[src/rtl/tmr_bus_pkg.sv]
package tmr_bus_pkg;
    localparam int BYTE_W = 8;
    localparam int CNT_W  = 16;
    localparam int MODE_W = 3;
    localparam int NCH    = 3;

    localparam logic [1:0] ACC_HOLD = 2'b00;
    localparam logic [1:0] ACC_LO   = 2'b01;
    localparam logic [1:0] ACC_HI   = 2'b10;
    localparam logic [1:0] ACC_BOTH = 2'b11;

    typedef struct packed {
        logic [1:0]        sel;
        logic [1:0]        acc;
        logic [MODE_W-1:0] mode;
        logic              bcd;
    } ctl_fields_t;

    typedef struct packed {
        logic [MODE_W-1:0] mode;
        logic [1:0]        acc;
        logic              bcd;
        logic              wptr;
        logic              rptr;
        logic [BYTE_W-1:0] lo_hold;
        logic              held;
        logic [CNT_W-1:0]  held_val;
        logic              cfg_stb;
        logic              load_stb;
        logic [CNT_W-1:0]  load_val;
    } chan_st_t;
endpackage

[src/rtl/tmr_ctl_decode.sv]
module tmr_ctl_decode
    import tmr_bus_pkg::*;
(
    input  logic [BYTE_W-1:0] byte_i,
    output ctl_fields_t       fields_o
);
    always_comb begin
        fields_o.sel  = byte_i[7:6];
        fields_o.acc  = byte_i[5:4];
        fields_o.mode = byte_i[3:1];
        fields_o.bcd  = byte_i[0];
    end
endmodule

[src/rtl/tmr_chan_regs.sv]
module tmr_chan_regs
    import tmr_bus_pkg::*;
(
    input  logic              clk,
    input  logic              rst_n,
    input  logic              cfg_hit,
    input  logic              cap_hit,
    input  logic              wr_hit,
    input  logic              rd_hit,
    input  ctl_fields_t       ctl,
    input  logic [BYTE_W-1:0] wdata,
    input  logic [CNT_W-1:0]  live_cnt,
    output logic [BYTE_W-1:0] rd_byte,
    output logic [MODE_W-1:0] mode,
    output logic              bcd,
    output logic              cfg_stb,
    output logic              load_stb,
    output logic [CNT_W-1:0]  load_val
);
    chan_st_t st_d, st_q;
    logic [CNT_W-1:0] rd_src;

    always_comb begin
        rd_src = st_q.held ? st_q.held_val : live_cnt;
        case (st_q.acc)
            ACC_LO:   rd_byte = rd_src[BYTE_W-1:0];
            ACC_HI:   rd_byte = rd_src[CNT_W-1:BYTE_W];
            ACC_BOTH: rd_byte = st_q.rptr ? rd_src[CNT_W-1:BYTE_W] : rd_src[BYTE_W-1:0];
            default:  rd_byte = '0;
        endcase
    end

    always_comb begin
        st_d          = st_q;
        st_d.cfg_stb  = 1'b0;
        st_d.load_stb = 1'b0;
        if (cfg_hit) begin
            st_d.mode    = ctl.mode;
            st_d.acc     = ctl.acc;
            st_d.bcd     = ctl.bcd;
            st_d.wptr    = 1'b0;
            st_d.rptr    = 1'b0;
            st_d.held    = 1'b0;
            st_d.cfg_stb = 1'b1;
        end else if (cap_hit && !st_q.held) begin
            st_d.held     = 1'b1;
            st_d.held_val = live_cnt;
        end
        if (wr_hit) begin
            case (st_q.acc)
                ACC_LO: begin
                    st_d.load_val = {{BYTE_W{1'b0}}, wdata};
                    st_d.load_stb = 1'b1;
                end
                ACC_HI: begin
                    st_d.load_val = {wdata, {BYTE_W{1'b0}}};
                    st_d.load_stb = 1'b1;
                end
                ACC_BOTH: begin
                    if (!st_q.wptr) begin
                        st_d.lo_hold = wdata;
                        st_d.wptr    = 1'b1;
                    end else begin
                        st_d.load_val = {wdata, st_q.lo_hold};
                        st_d.load_stb = 1'b1;
                        st_d.wptr     = 1'b0;
                    end
                end
                default: ;
            endcase
        end
        if (rd_hit) begin
            if (st_q.acc == ACC_BOTH) st_d.rptr = !st_q.rptr;
            if (st_q.acc != ACC_BOTH || st_q.rptr) st_d.held = 1'b0;
        end
    end

    always_ff @(posedge clk) begin
        if (!rst_n) begin
            st_q      <= '0;
            st_q.acc  <= ACC_BOTH;
        end else begin
            st_q <= st_d;
        end
    end

    assign mode     = st_q.mode;
    assign bcd      = st_q.bcd;
    assign cfg_stb  = st_q.cfg_stb;
    assign load_stb = st_q.load_stb;
    assign load_val = st_q.load_val;


    load_after_write_chk: assert property (@(posedge clk) disable iff (!rst_n)
        st_q.load_stb |-> $past(wr_hit));

    cfg_after_ctl_chk: assert property (@(posedge clk) disable iff (!rst_n)
        st_q.cfg_stb |-> $past(cfg_hit));

    pair_high_byte_chk: assert property (@(posedge clk) disable iff (!rst_n)
        (wr_hit && st_q.acc == ACC_BOTH && !st_q.wptr) |=> !st_q.load_stb);

    held_value_stable_chk: assert property (@(posedge clk) disable iff (!rst_n)
        (st_q.held && !cfg_hit) |=> $stable(st_q.held_val));

    write_wins_chk: assert property (@(posedge clk) disable iff (!rst_n)
        (wr_hit && !cfg_hit) |=> $stable(st_q.rptr));
endmodule

[src/rtl/tmr_bus_if.sv]
module tmr_bus_if
    import tmr_bus_pkg::*;
(
    input  logic                    clk,
    input  logic                    rst_n,
    input  logic                    cs,
    input  logic                    rd,
    input  logic                    wr,
    input  logic [1:0]              addr,
    input  logic [BYTE_W-1:0]       wdata,
    output logic [BYTE_W-1:0]       rdata,
    input  logic [NCH*CNT_W-1:0]    cur_cnt,
    output logic [NCH-1:0]          cfg_stb,
    output logic [NCH*MODE_W-1:0]   mode_o,
    output logic [NCH-1:0]          bcd_o,
    output logic [NCH-1:0]          load_stb,
    output logic [NCH*CNT_W-1:0]    load_val
);
    localparam logic [1:0] CTL_ADDR = 2'(NCH);

    ctl_fields_t       ctl;
    logic              ctl_wr;
    logic [BYTE_W-1:0] rd_bytes [NCH];
    logic [NCH-1:0]    cfg_hit, cap_hit, wr_hit, rd_hit;

    tmr_ctl_decode u_dec (.byte_i(wdata), .fields_o(ctl));

    assign ctl_wr = cs && wr && (addr == CTL_ADDR);

    generate
        for (genvar g = 0; g < NCH; g++) begin : g_ch
            assign cfg_hit[g] = ctl_wr && (ctl.sel == 2'(g)) && (ctl.acc != ACC_HOLD);
            assign cap_hit[g] = ctl_wr && (ctl.sel == 2'(g)) && (ctl.acc == ACC_HOLD);
            assign wr_hit[g]  = cs && wr && (addr == 2'(g));
            assign rd_hit[g]  = cs && rd && !wr && (addr == 2'(g));

            tmr_chan_regs u_ch (
                .clk      (clk),
                .rst_n    (rst_n),
                .cfg_hit  (cfg_hit[g]),
                .cap_hit  (cap_hit[g]),
                .wr_hit   (wr_hit[g]),
                .rd_hit   (rd_hit[g]),
                .ctl      (ctl),
                .wdata    (wdata),
                .live_cnt (cur_cnt[g*CNT_W +: CNT_W]),
                .rd_byte  (rd_bytes[g]),
                .mode     (mode_o[g*MODE_W +: MODE_W]),
                .bcd      (bcd_o[g]),
                .cfg_stb  (cfg_stb[g]),
                .load_stb (load_stb[g]),
                .load_val (load_val[g*CNT_W +: CNT_W])
            );
        end
    endgenerate

    always_comb begin
        rdata = '0;
        if (cs && rd && addr != CTL_ADDR) rdata = rd_bytes[addr];
    end


    one_target_chk: assert property (@(posedge clk) disable iff (!rst_n)
        $onehot0({wr_hit, ctl_wr}));

    no_sel3_effect_chk: assert property (@(posedge clk) disable iff (!rst_n)
        (ctl_wr && ctl.sel == 2'b11) |=> (cfg_stb == '0));
endmodule

[config.mk]
export PLATFORM = sky130hd
export DESIGN_NAME = tmr_bus_if
export DESIGN_NICKNAME = d
export VERILOG_FILES = /design/src/rtl/tmr_bus_pkg.sv /design/src/rtl/tmr_ctl_decode.sv /design/src/rtl/tmr_chan_regs.sv /design/src/rtl/tmr_bus_if.sv
export SDC_FILE = /design/constraint.sdc
export NUM_CORES = 1
export LEC_CHECK = 0
export BUFFER_PORTS_ARGS = -buffer_cell sky130_fd_sc_hd__buf_2
export CAP_MARGIN = 20
export CORE_MARGIN = 5
export CORE_UTILIZATION = 35
export DETAILED_ROUTE_END_ITERATION = 6
export SYNTH_ARGS = -nofsm -noshare
export SYNTH_HDL_FRONTEND = slang
export SYNTH_SLANG_ARGS = --single-unit
[constraint.sdc]
create_clock -name clk -period 2.1 [get_ports clk]
set_input_delay 0.105 -clock clk [delete_from_list [all_inputs] [get_ports clk]]
set_output_delay 0.105 -clock clk [all_outputs]
set_load 0.02 [all_outputs]
Yosys cells after proc, flatten, opt, wreduce, memory -nomap -nowiden
Index checks and enable logic that the tools add are counted.
{ "classes": {"n_shift": 0, "n_mul": 0, "mux": 52, "n_lt_le_gt_ge": 1, "n_addsub": 0, "bitwise_logic": 7, "reduce_logical": 52, "div_mod_pow": 0, "eq_ne": 21} }
{ "op_table": {"columns": ["operator", "n"], "rows": [
  ["case mux 17 bit (3 select lines)", 3],
  ["2-to-1 mux 17 bit", 6],
  ["case mux 8 bit (3 select lines)", 3],
  ["2-to-1 mux 16 bit", 3],
  ["2-to-1 mux 8 bit", 6],
  ["2-to-1 mux 1 bit", 27],
  ["logical AND 1 bit", 23],
  ["equality test 2 bit, second input constant", 9],
  ["AND reduction 3 bit", 6],
  ["binary-select mux 8 bit (select 2 bit)", 1],
  ["AND reduction 2 bit", 6],
  ["equality test 2 x 1 -> 1 bit, second input constant", 5],
  ["nonzero test 3 bit", 3],
  ["!= test 2 bit, second input constant", 4],
  ["zero test 1 bit", 7],
  ["zero test 2 bit", 3],
  ["2-to-1 mux 2 bit", 3],
  ["!= test 2 x 1 -> 1 bit, second input constant", 3],
  ["inverter 1 bit", 6],
  ["greater-or-equal comparator 3 bit, second input constant", 1],
  ["logical OR 1 bit", 3],
  ["inverter 2 -> 3 bit", 1],
  ["nonzero test 2 bit", 1]
]} }
{ "totals": {"input_bits": 63, "romBits": 0, "out_inout_bits": 74, "wordCells": 166, "ramBits": 0, "latchBits": 0, "ff_bits": 153, "mem_count": 0} }

Depth between registers and ports, before layout
Gate-level depths: netlist of run 1.
{ "depth": {"word_depth": 9, "depth_mapped": 7, "depth_no_buf": 4} }

Hierarchy
Synthesis of run 1 repeated with hierarchy kept, for this count alone.
{ "unflattened": {"hier_cells": 870, "area_unflattened_um2": 7830.0} }
{ "by_module_without_submodules": {"columns": ["mod", "seq_area_each_um2", "instances", "cells_each", "area_each_um2"], "rows": [
  ["tmr_chan_regs", 1021.0, 3, 268, 2461.1],
  ["tmr_bus_if", 0.0, 1, 58, 386.6],
  ["tmr_ctl_decode", 0.0, 1, 8, 60.1]
]} }

Worst setup path after synthesis of run 1
No wires, ideal clock.
{ "synth_path": {"kind": "register to register", "startpoint": "reg g_ch[0].u_ch.st_q[34] (netlist name)", "endpoint": "reg g_ch[0].u_ch.st_q[24] (netlist name)", "t_required_ns": 1.972, "stages_incl_launch_ff": 7, "n_path_buf": 2, "t_arrival_ns": 1.630, "path_slack_ns": 0.342, "setup_ns": 0.128, "period_less_slack_ns": 1.758, "cell_sequence": "dfxtp_1 buf_4 or3_1 nor4_4 buf_6 mux2i_1 nor2_1"} }
{ "synth_between": {"elab_chain_cells": 3} }
{ "synth_rtl": {"columns": ["element", "line", "rtl"], "rows": [
  ["start: declaration", "tmr_chan_regs.sv:20", "chan_st_t st_d, st_q;"],
  ["start signal: assignment", "tmr_chan_regs.sv:83", "st_q <= st_d;"],
  ["zero test 1 bit", "tmr_chan_regs.sv:45", "end else if (cap_hit && !st_q.held) begin"],
  ["logical AND 1 bit", "tmr_chan_regs.sv:45", null],
  ["AND reduction 2 bit (no line)", null, null]
]} }
No other way between the ends.
A chain may end at the register's enable or synchronous reset.

Worst setup path in the final report of run 1
{ "layout_path": {"startpoint": "reg g_ch[1].u_ch.st_q[34] (netlist name)", "endpoint": "out rdata[6]"} }
{ "layout_between": {"elab_chain_cells": 7} }
{ "layout_rtl": {"columns": ["element", "line", "rtl"], "rows": [
  ["start: declaration", "tmr_chan_regs.sv:20", null],
  ["start signal: assignment", "tmr_chan_regs.sv:83", null],
  ["2-to-1 mux 16 bit (*)", "tmr_chan_regs.sv:24", "rd_src = st_q.held ? st_q.held_val : live_cnt;"],
  ["2-to-1 mux 8 bit", "tmr_chan_regs.sv:28", "ACC_BOTH: rd_byte = st_q.rptr ? rd_src[CNT_W-1:BYTE_W] : rd_src[BYTE_W-1:0];"],
  ["case mux 8 bit (3 select lines) (*)", "tmr_chan_regs.sv:25", "case (st_q.acc)"],
  ["binary-select mux 8 bit (select 2 bit) (*)", "tmr_bus_if.sv:59", "if (cs && rd && addr != CTL_ADDR) rdata = rd_bytes[addr];"],
  ["2-to-1 mux 8 bit (not written as such) (*) (2 in series)", "tmr_bus_if.sv:59", null],
  ["2-to-1 mux 8 bit (*)", "tmr_bus_if.sv:59", null],
  ["end: declaration", "tmr_bus_if.sv:11", "output logic [BYTE_W-1:0] rdata,"]
]} }
Mark *: on every way between the ends. The rest lies on a longest branch, timed or not. The select of a mux whose other input is x is not followed.

==> results of run 1 <==
## cell families after synthesis
group / count (synthesis) / share of synthesized area [%]
simple gates: 252 / 16.7
buf+inv: 144 / 11.0
mux: 135 / 18.3
compound gates: 172 / 13.8
flops: 153 / 40.2
## placed cells by master, fill, tap and decap left out, types with 5 or more instances in the layout
cell,count
o211ai_1,10
o21ai_2,5
a32oi_2,7
nand2b_1,9
nand3_1,50
and4_1,7
buf_4,40
o21ai_0,57
buf_2,133
dlygate4sd3_1,49
nor2_1,108
dfxtp_1,146
clkbuf_16,18
inv_1,9
o221a_2,8
mux2i_1,99
nand2_1,32
nor3_1,9
nand4_1,9
a21oi_1,55
mux2_2,32
## repair_timing
action	4_1_cts	5_1_grt
cloned	0	1
hold buffers	49	0
endpoints found under the setup margin	8	8
pin swaps	0	12
endpoints found under the hold margin	49	0
setup buffers	1	7
gates resized for setup	11	37
## power by group through the flow
stage	clock, mW	combinational (mW)	sequential, mW
after floorplan	0	0.292	2.99
after global placement	0	0.481	3.00
after detailed placement	0	0.480	3.00
after CTS	3.21	0.556	2.94
after global routing	3.33	0.633	2.94
final	3.14	0.584	2.94
## cells in the mapped netlist (all sizes together)
cell type  number
o221ai          1
mux2i          99
o221a           8
nor4            7
nand2          32
nand4b          2
o31ai           2
buf            89
o21bai          1
a221o           3
nand3          50
o211ai         10
and4            7
dfxtp         153
and2            4
nor3b           2
nand4          10
o311a           1
o21a            4
clkbuf         44
a32oi          11
o41ai           3
nor2          108
and4bb          1
nand2b          9
a21oi          56
o211a           1
or2             1
nor3           11
mux2           36
or3             4
o21ai          65
and3b           1
a21boi          5
nand3b          3
a311oi          1
inv            11
## path summary, 6_finish.rpt
kind                                             endpoint  cells past startpoint                       from
worst max-delay path                             rdata[6]                      5      g_ch[1].u_ch.st_q[34]
worst min-delay path            g_ch[0].u_ch.load_val[14]                      3                   wdata[6]
worst max register to register      g_ch[2].u_ch.st_q[29]                      8      g_ch[2].u_ch.st_q[34]
worst min register to register  g_ch[0].u_ch.load_val[10]                      2  g_ch[0].u_ch.load_val[10]
## flip-flops by register name, indices dropped and copies added (netlist names)
name,cells
g_ch.u_ch.mode,9
g_ch.u_ch.cfg_stb,3
g_ch.u_ch.bcd,3
g_ch.u_ch.load_stb,3
g_ch.u_ch.st_q,87
g_ch.u_ch.load_val,48
## tightest hold or removal path: cells and delay by family
family	cells	cell delay, ns
and+or+nand+nor	1	0.10
buffers and inverters	1	0.20
AOI/OAI and AO/OA	1	0.06
## metal layers
metal | GRT usage, % | share of wire (%)
met4 | 5.24 | 2.0
met2 | 26.9 | 47
met5 | 0 | 0.033
met3 | 4.26 | 4.6
met1 | 22.4 | 46
## through the flow
stage | util (%) | setup WS [ns] | cells
CTS | 43.1 | -0.0187 | 1257
global placement | 37.9 | 0.311 | 1176
finish | 44.0 | 0.0349 | 1265
global route | 44.0 | -0.0421 | 1265
floorplan | - | 0.342 | 856
detailed placement | 37.9 | 0.317 | 1176
## final cells by class
cell class	count	area (µm²)	area share, %
multi-input combinational	559	3830	40.2
sequential	153	3080	32.4
timing repair buffer	231	1610	16.9
clock buffer	20	457	4.80
tap	280	350	3.68
clock inverter	11	148	1.55
inverter	11	42.5	0.447
==> metrics.txt, run 1 <==
status finished with violations; failing checks DRC; antenna fix cells 0; worst reg2reg setup slack around 0.14 ns; iteration count of the initial detailed-routing pass 7; Seq cells post-synth around 150; largest net degree at the start of global routing slightly above 90; final net count about 1000; layout cell share with drive strength beyond 1 around 29%; Peak VDD IR roughly 420 µV; Vias/cell approximately 5; Worst setup EP type output port; Clock power frac around 47%; Final Setup Violations 0; ranking of synthesized cells by area dfxtp_1, mux2i_1, buf_4; Slew @ Worst Pin 0.692 ns; crit path DAT 1.96 ns; crit-path max FO 4; Worst-path clk slew about 0.060 ns; Post-Syn Area per Cell around 8.9 µm²; clk_lat worst skew 0.42 ns; Top delay family on crit path compound AO/OA/AOI/OAI gates; synth unique cells between 40 and 50; Clock Sinks about 150; TritonCTS clock tree built; Power, Total 6.66 mW; Switch Pwr approximately 1.6 mW; min Tclk post-route between 2 and 2.5 ns; total track usage between 10% and 20%; Crit Path Category register to output port; Hold WC Path Type primary input to register; sequential share of the synthesized area ~40%; GR Overflow Total 0; CTS Root Cell clkbuf_16; area grow syn2layout 24.8%; layout filler cell count 2152; cell area after layout roughly 9500 µm²; via count around 6300; initial antenna violation count 1; Final Wtd Congestion a little over 0.8; fin crit share a little over nine tenths; # IOs around 140; setup TNS 0 ns; Setup Skew about 0.0064 ns; first-pass GRT wire length 33000 µm; row cnt 54; PwrDens between 600 and 700 nW/µm²; final-report max-slew violation count 0; CP required 2.00 ns; core area between 20000 and 25000 µm²; Initial DRC Count a little under 500; routed len/inst 16.8 µm; RSZ-0062 raised after global routing yes; Die Y around 160 µm; Initial Utilization between 30% and 40%; CP peak stage delay between 0.3 and 0.4 ns; Sequential Power Share between 40% and 50%; IO buf count between 100 and 150; Slew Limit Headroom between 50% and 60%; number of CTS-inserted buffers 17; Int Pwr 5.09 mW; DRT Wirelength 21300 µm; CP Launch Type register; Clock Tree Buf Depth 2; cell taking the most area after synthesis dfxtp_1; YS warnings 0; antenna-violating nets left 0; Net Sw Frac 23.5%; CP Buf/Inv Count 1; chip width 158 µm; Logic pwr share 8.8%; share of the synthesized area in the top cell type between 40% and 50%; synthesized net count slightly above 900; DRC 3; die area about 25000 µm²; crit path cell chain mux2_2 > a32oi_2 > nor2_1 > o311a_1 > buf_6; final hold vios 0; placed instance area ~8200 µm²; Max Clk Rate ~480 MHz; Mapped Area 7630 µm²; Mapped Cells roughly 860; LEAKAGE 3.65 nW; post-DP HPWL between 10000 and 15000 µm; H-tree depth 4; worst hold margin slightly below 0.1 ns; max-cap violations 0; crit path max-delay cell type o311a_1; vias in the first global route ~6100
Power figures use the tool's default switching activity.
==> run 2: changes to the inputs <==
- CORE_MARGIN: 5 -> unset
- PLACE_DENSITY: unset -> 0.61
- SKIP_CTS_REPAIR_TIMING: unset -> 1
==> run 2 against run 1 <==
Against the previous run: the flow finishes with violations (hold timing); worst setup slack lost 0.025 ns; cell area shrank 2.0%; clock power shrank 6%; clock skew grew 0.0026 ns; sequential cell count is the same; sequential power is essentially flat; non-clock buffer count shrank 8; clock-buffer cell count grew 2; global-route usage grew 1.7 points; first-iteration DRC count shrank 28%; sequential share of layout area grew 0.69 points; critical endpoint is now rdata[0].
==> metrics.txt, run 2 (synthesized netlist as in run 1, its figures left out) <==
status finished with violations; failing checks hold timing; CP required 2.00 ns (about the same); H-tree depth 4 (unchanged); number of CTS-inserted buffers 17 (unchanged); LEAKAGE 3.57 nW (-2.3%); Peak VDD IR 452 µV (+7.7%); clk_lat worst skew 0.42 ns (about the same); iteration count of the initial detailed-routing pass 5 (-2); total track usage 18.5% (+1.7 points); die area 22400 µm² (-9.9%); layout cell share with drive strength beyond 1 28.0% (-1.4 points); worst hold margin -0.0346 ns (-0.131 ns); Max Clk Rate 479 MHz (-1.2%); multi-input logic area 3760 µm² (-1.7%); CTS Root Cell clkbuf_16; crit path max-delay cell type dfxtp_4; fin crit share 99.5% (+1.2 points); Clock Sinks 153 (unchanged); DRC 0 (-3); final hold vios 2 (+2); commonest non-fill, non-tap cell in the layout dfxtp_1; routed len/inst 16.3 µm (-3.2%); Largest Register g_ch.u_ch.st_q; largest net degree at the start of global routing 71 (-24%); antenna-violating nets left 0 (unchanged); Top delay family on crit path flip-flops; Crit Path Category register to output port; Clock Tree Buf Depth 2 (unchanged); first-pass GRT wire length 32000 µm (-3.1%); post-DP HPWL 14100 µm (-2.5%); Initial Utilization 35.9% (+0.67 points); max-cap violations 0 (unchanged); setup TNS 0 ns (unchanged); DRT Wirelength 20400 µm (-4.2%); area grow syn2layout 22.3%; RSZ-0062 raised after global routing yes; via count 6332 (-0.20%); GR Overflow Total 0 (unchanged); Slew @ Worst Pin 0.738 ns (+0.0456 ns); Hold WC Path Type primary input to register; Worst-path clk slew 0.06 ns (about the same); PwrDens 692 nW/µm² (-1.1%); crit path cell chain buf_12 > mux2_2 > a32oi_2 > o21ai_1 > and4_1 > buf_2; vias in the first global route 5839 (-4.9%); crit-path max FO 7 (+3); Worst setup EP type output port; most frequent cells in the layout dfxtp_1, buf_2, nor2_1, mux2i_1, o21ai_0; Final Util 43.9% (-0.072 points); CP peak stage delay 0.40 ns (+0.02 ns); Final Setup Violations 0 (unchanged); Setup Skew 0.00894 ns (+0.00258 ns); max reg flops 87 (unchanged); layout filler cell count 2149 (-0.14%); chip width 150 µm (-5.1%); row cnt 53 (-1.9%); TritonCTS clock tree built; Final WS setup 0.0102 ns (-0.0247 ns); CP Buf/Inv Count 2 (+1); Final Wtd Congestion 0.775 (-5.0%); Slew Limit Headroom 50.6% (-3.1 points); final net count 1028 (-0.77%); flip-flop and latch area 3080 µm² (about the same); core area 21200 µm² (-1.9%); IO buf count 136 (unchanged); Initial DRC Count 352 (-28%); crit path DAT 1.98 ns (+0.02 ns); CP Launch Type register; antenna fix cells 0 (unchanged); Vias/cell 5.06 (+0.83%); # IOs 137 (unchanged); initial antenna violation count 2 (+1); Setup WS pre-CTS 0.274 ns (-0.0432 ns); Die Y 150 µm (-5.1%); min Tclk post-route 2.09 ns (+0.0247 ns); final-report max-slew violation count 0 (unchanged)
## run 2: cell types whose count changed in the layout (fill, tap and decap cells not counted), moves of 4 or more
cell	previous run	this run
buf_4	40	35
a32oi_2	7	3
o21ai_2	5	0
a32oi_1	4	8
## run 2: layout make-up
class                      count  share of cell area [%]
timing repair buffer         223                    16.4
inverter                      11                   0.456
sequential                   153                    33.1
multi-input combinational    559                    40.3
tap                          275                    3.69
clock buffer                  22                    5.09
clock inverter                 9                   0.979
## run 2: worst register-to-register path, stage by stage (launching register included)
cell and delay, ns:
dfxtp_1 0.42, buf_4 0.24, nand3b_1 0.12, o211ai_1 0.35, buf_4 0.30, nand2_1 0.07
a21oi_1 0.13
## run 2: path summary, 6_finish.rpt
| kind | start | to | slack (ns) | depth (start not counted) |
|---|---|---|---|---|
| setup / recovery | g_ch[2].u_ch.st_q[34] | rdata[0] | 0.01 | 6 |
| hold / removal | cur_cnt[41] | g_ch[2].u_ch.st_q[27] | -0.03 | 3 |
| setup reg to reg | g_ch[0].u_ch.st_q[46] | g_ch[0].u_ch.load_val[2] | 0.41 | 6 |
| hold reg to reg | g_ch[0].u_ch.load_val[9] | g_ch[0].u_ch.load_val[9] | 0.45 | 2 |
## run 2: where the power goes
part | switching (mW) | total, mW | internal (mW)
Clock | 1.23 | 2.96 | 1.72
Combinational | 0.320 | 0.562 | 0.242
Sequential | 0.0173 | 2.93 | 2.92
## run 2: metrics by stage
step	cells	area, µm²	hold WS [ns]	total power, mW
final	1252	9330	-0.0346	6.45
after global routing	1252	9330	0.0133	6.70
after CTS	1204	8750	-0.0830	6.44
after detailed placement	1173	8180	0.363	3.49
after global placement	1173	8180	0.352	3.48
after floorplan	856	7630	0.252	3.29
## run 2: per-layer routing
layer  part of all wire [%]  vias up  track usage, %  routed length, µm
met4                    1.4        4            5.87                296
met1                     49     2996            25.2              10000
met5                   0.13        -               0                 27
met3                    4.7       29            5.24                953
li1                       -     3178               -                  -
met2                     45      125            28.1               9130
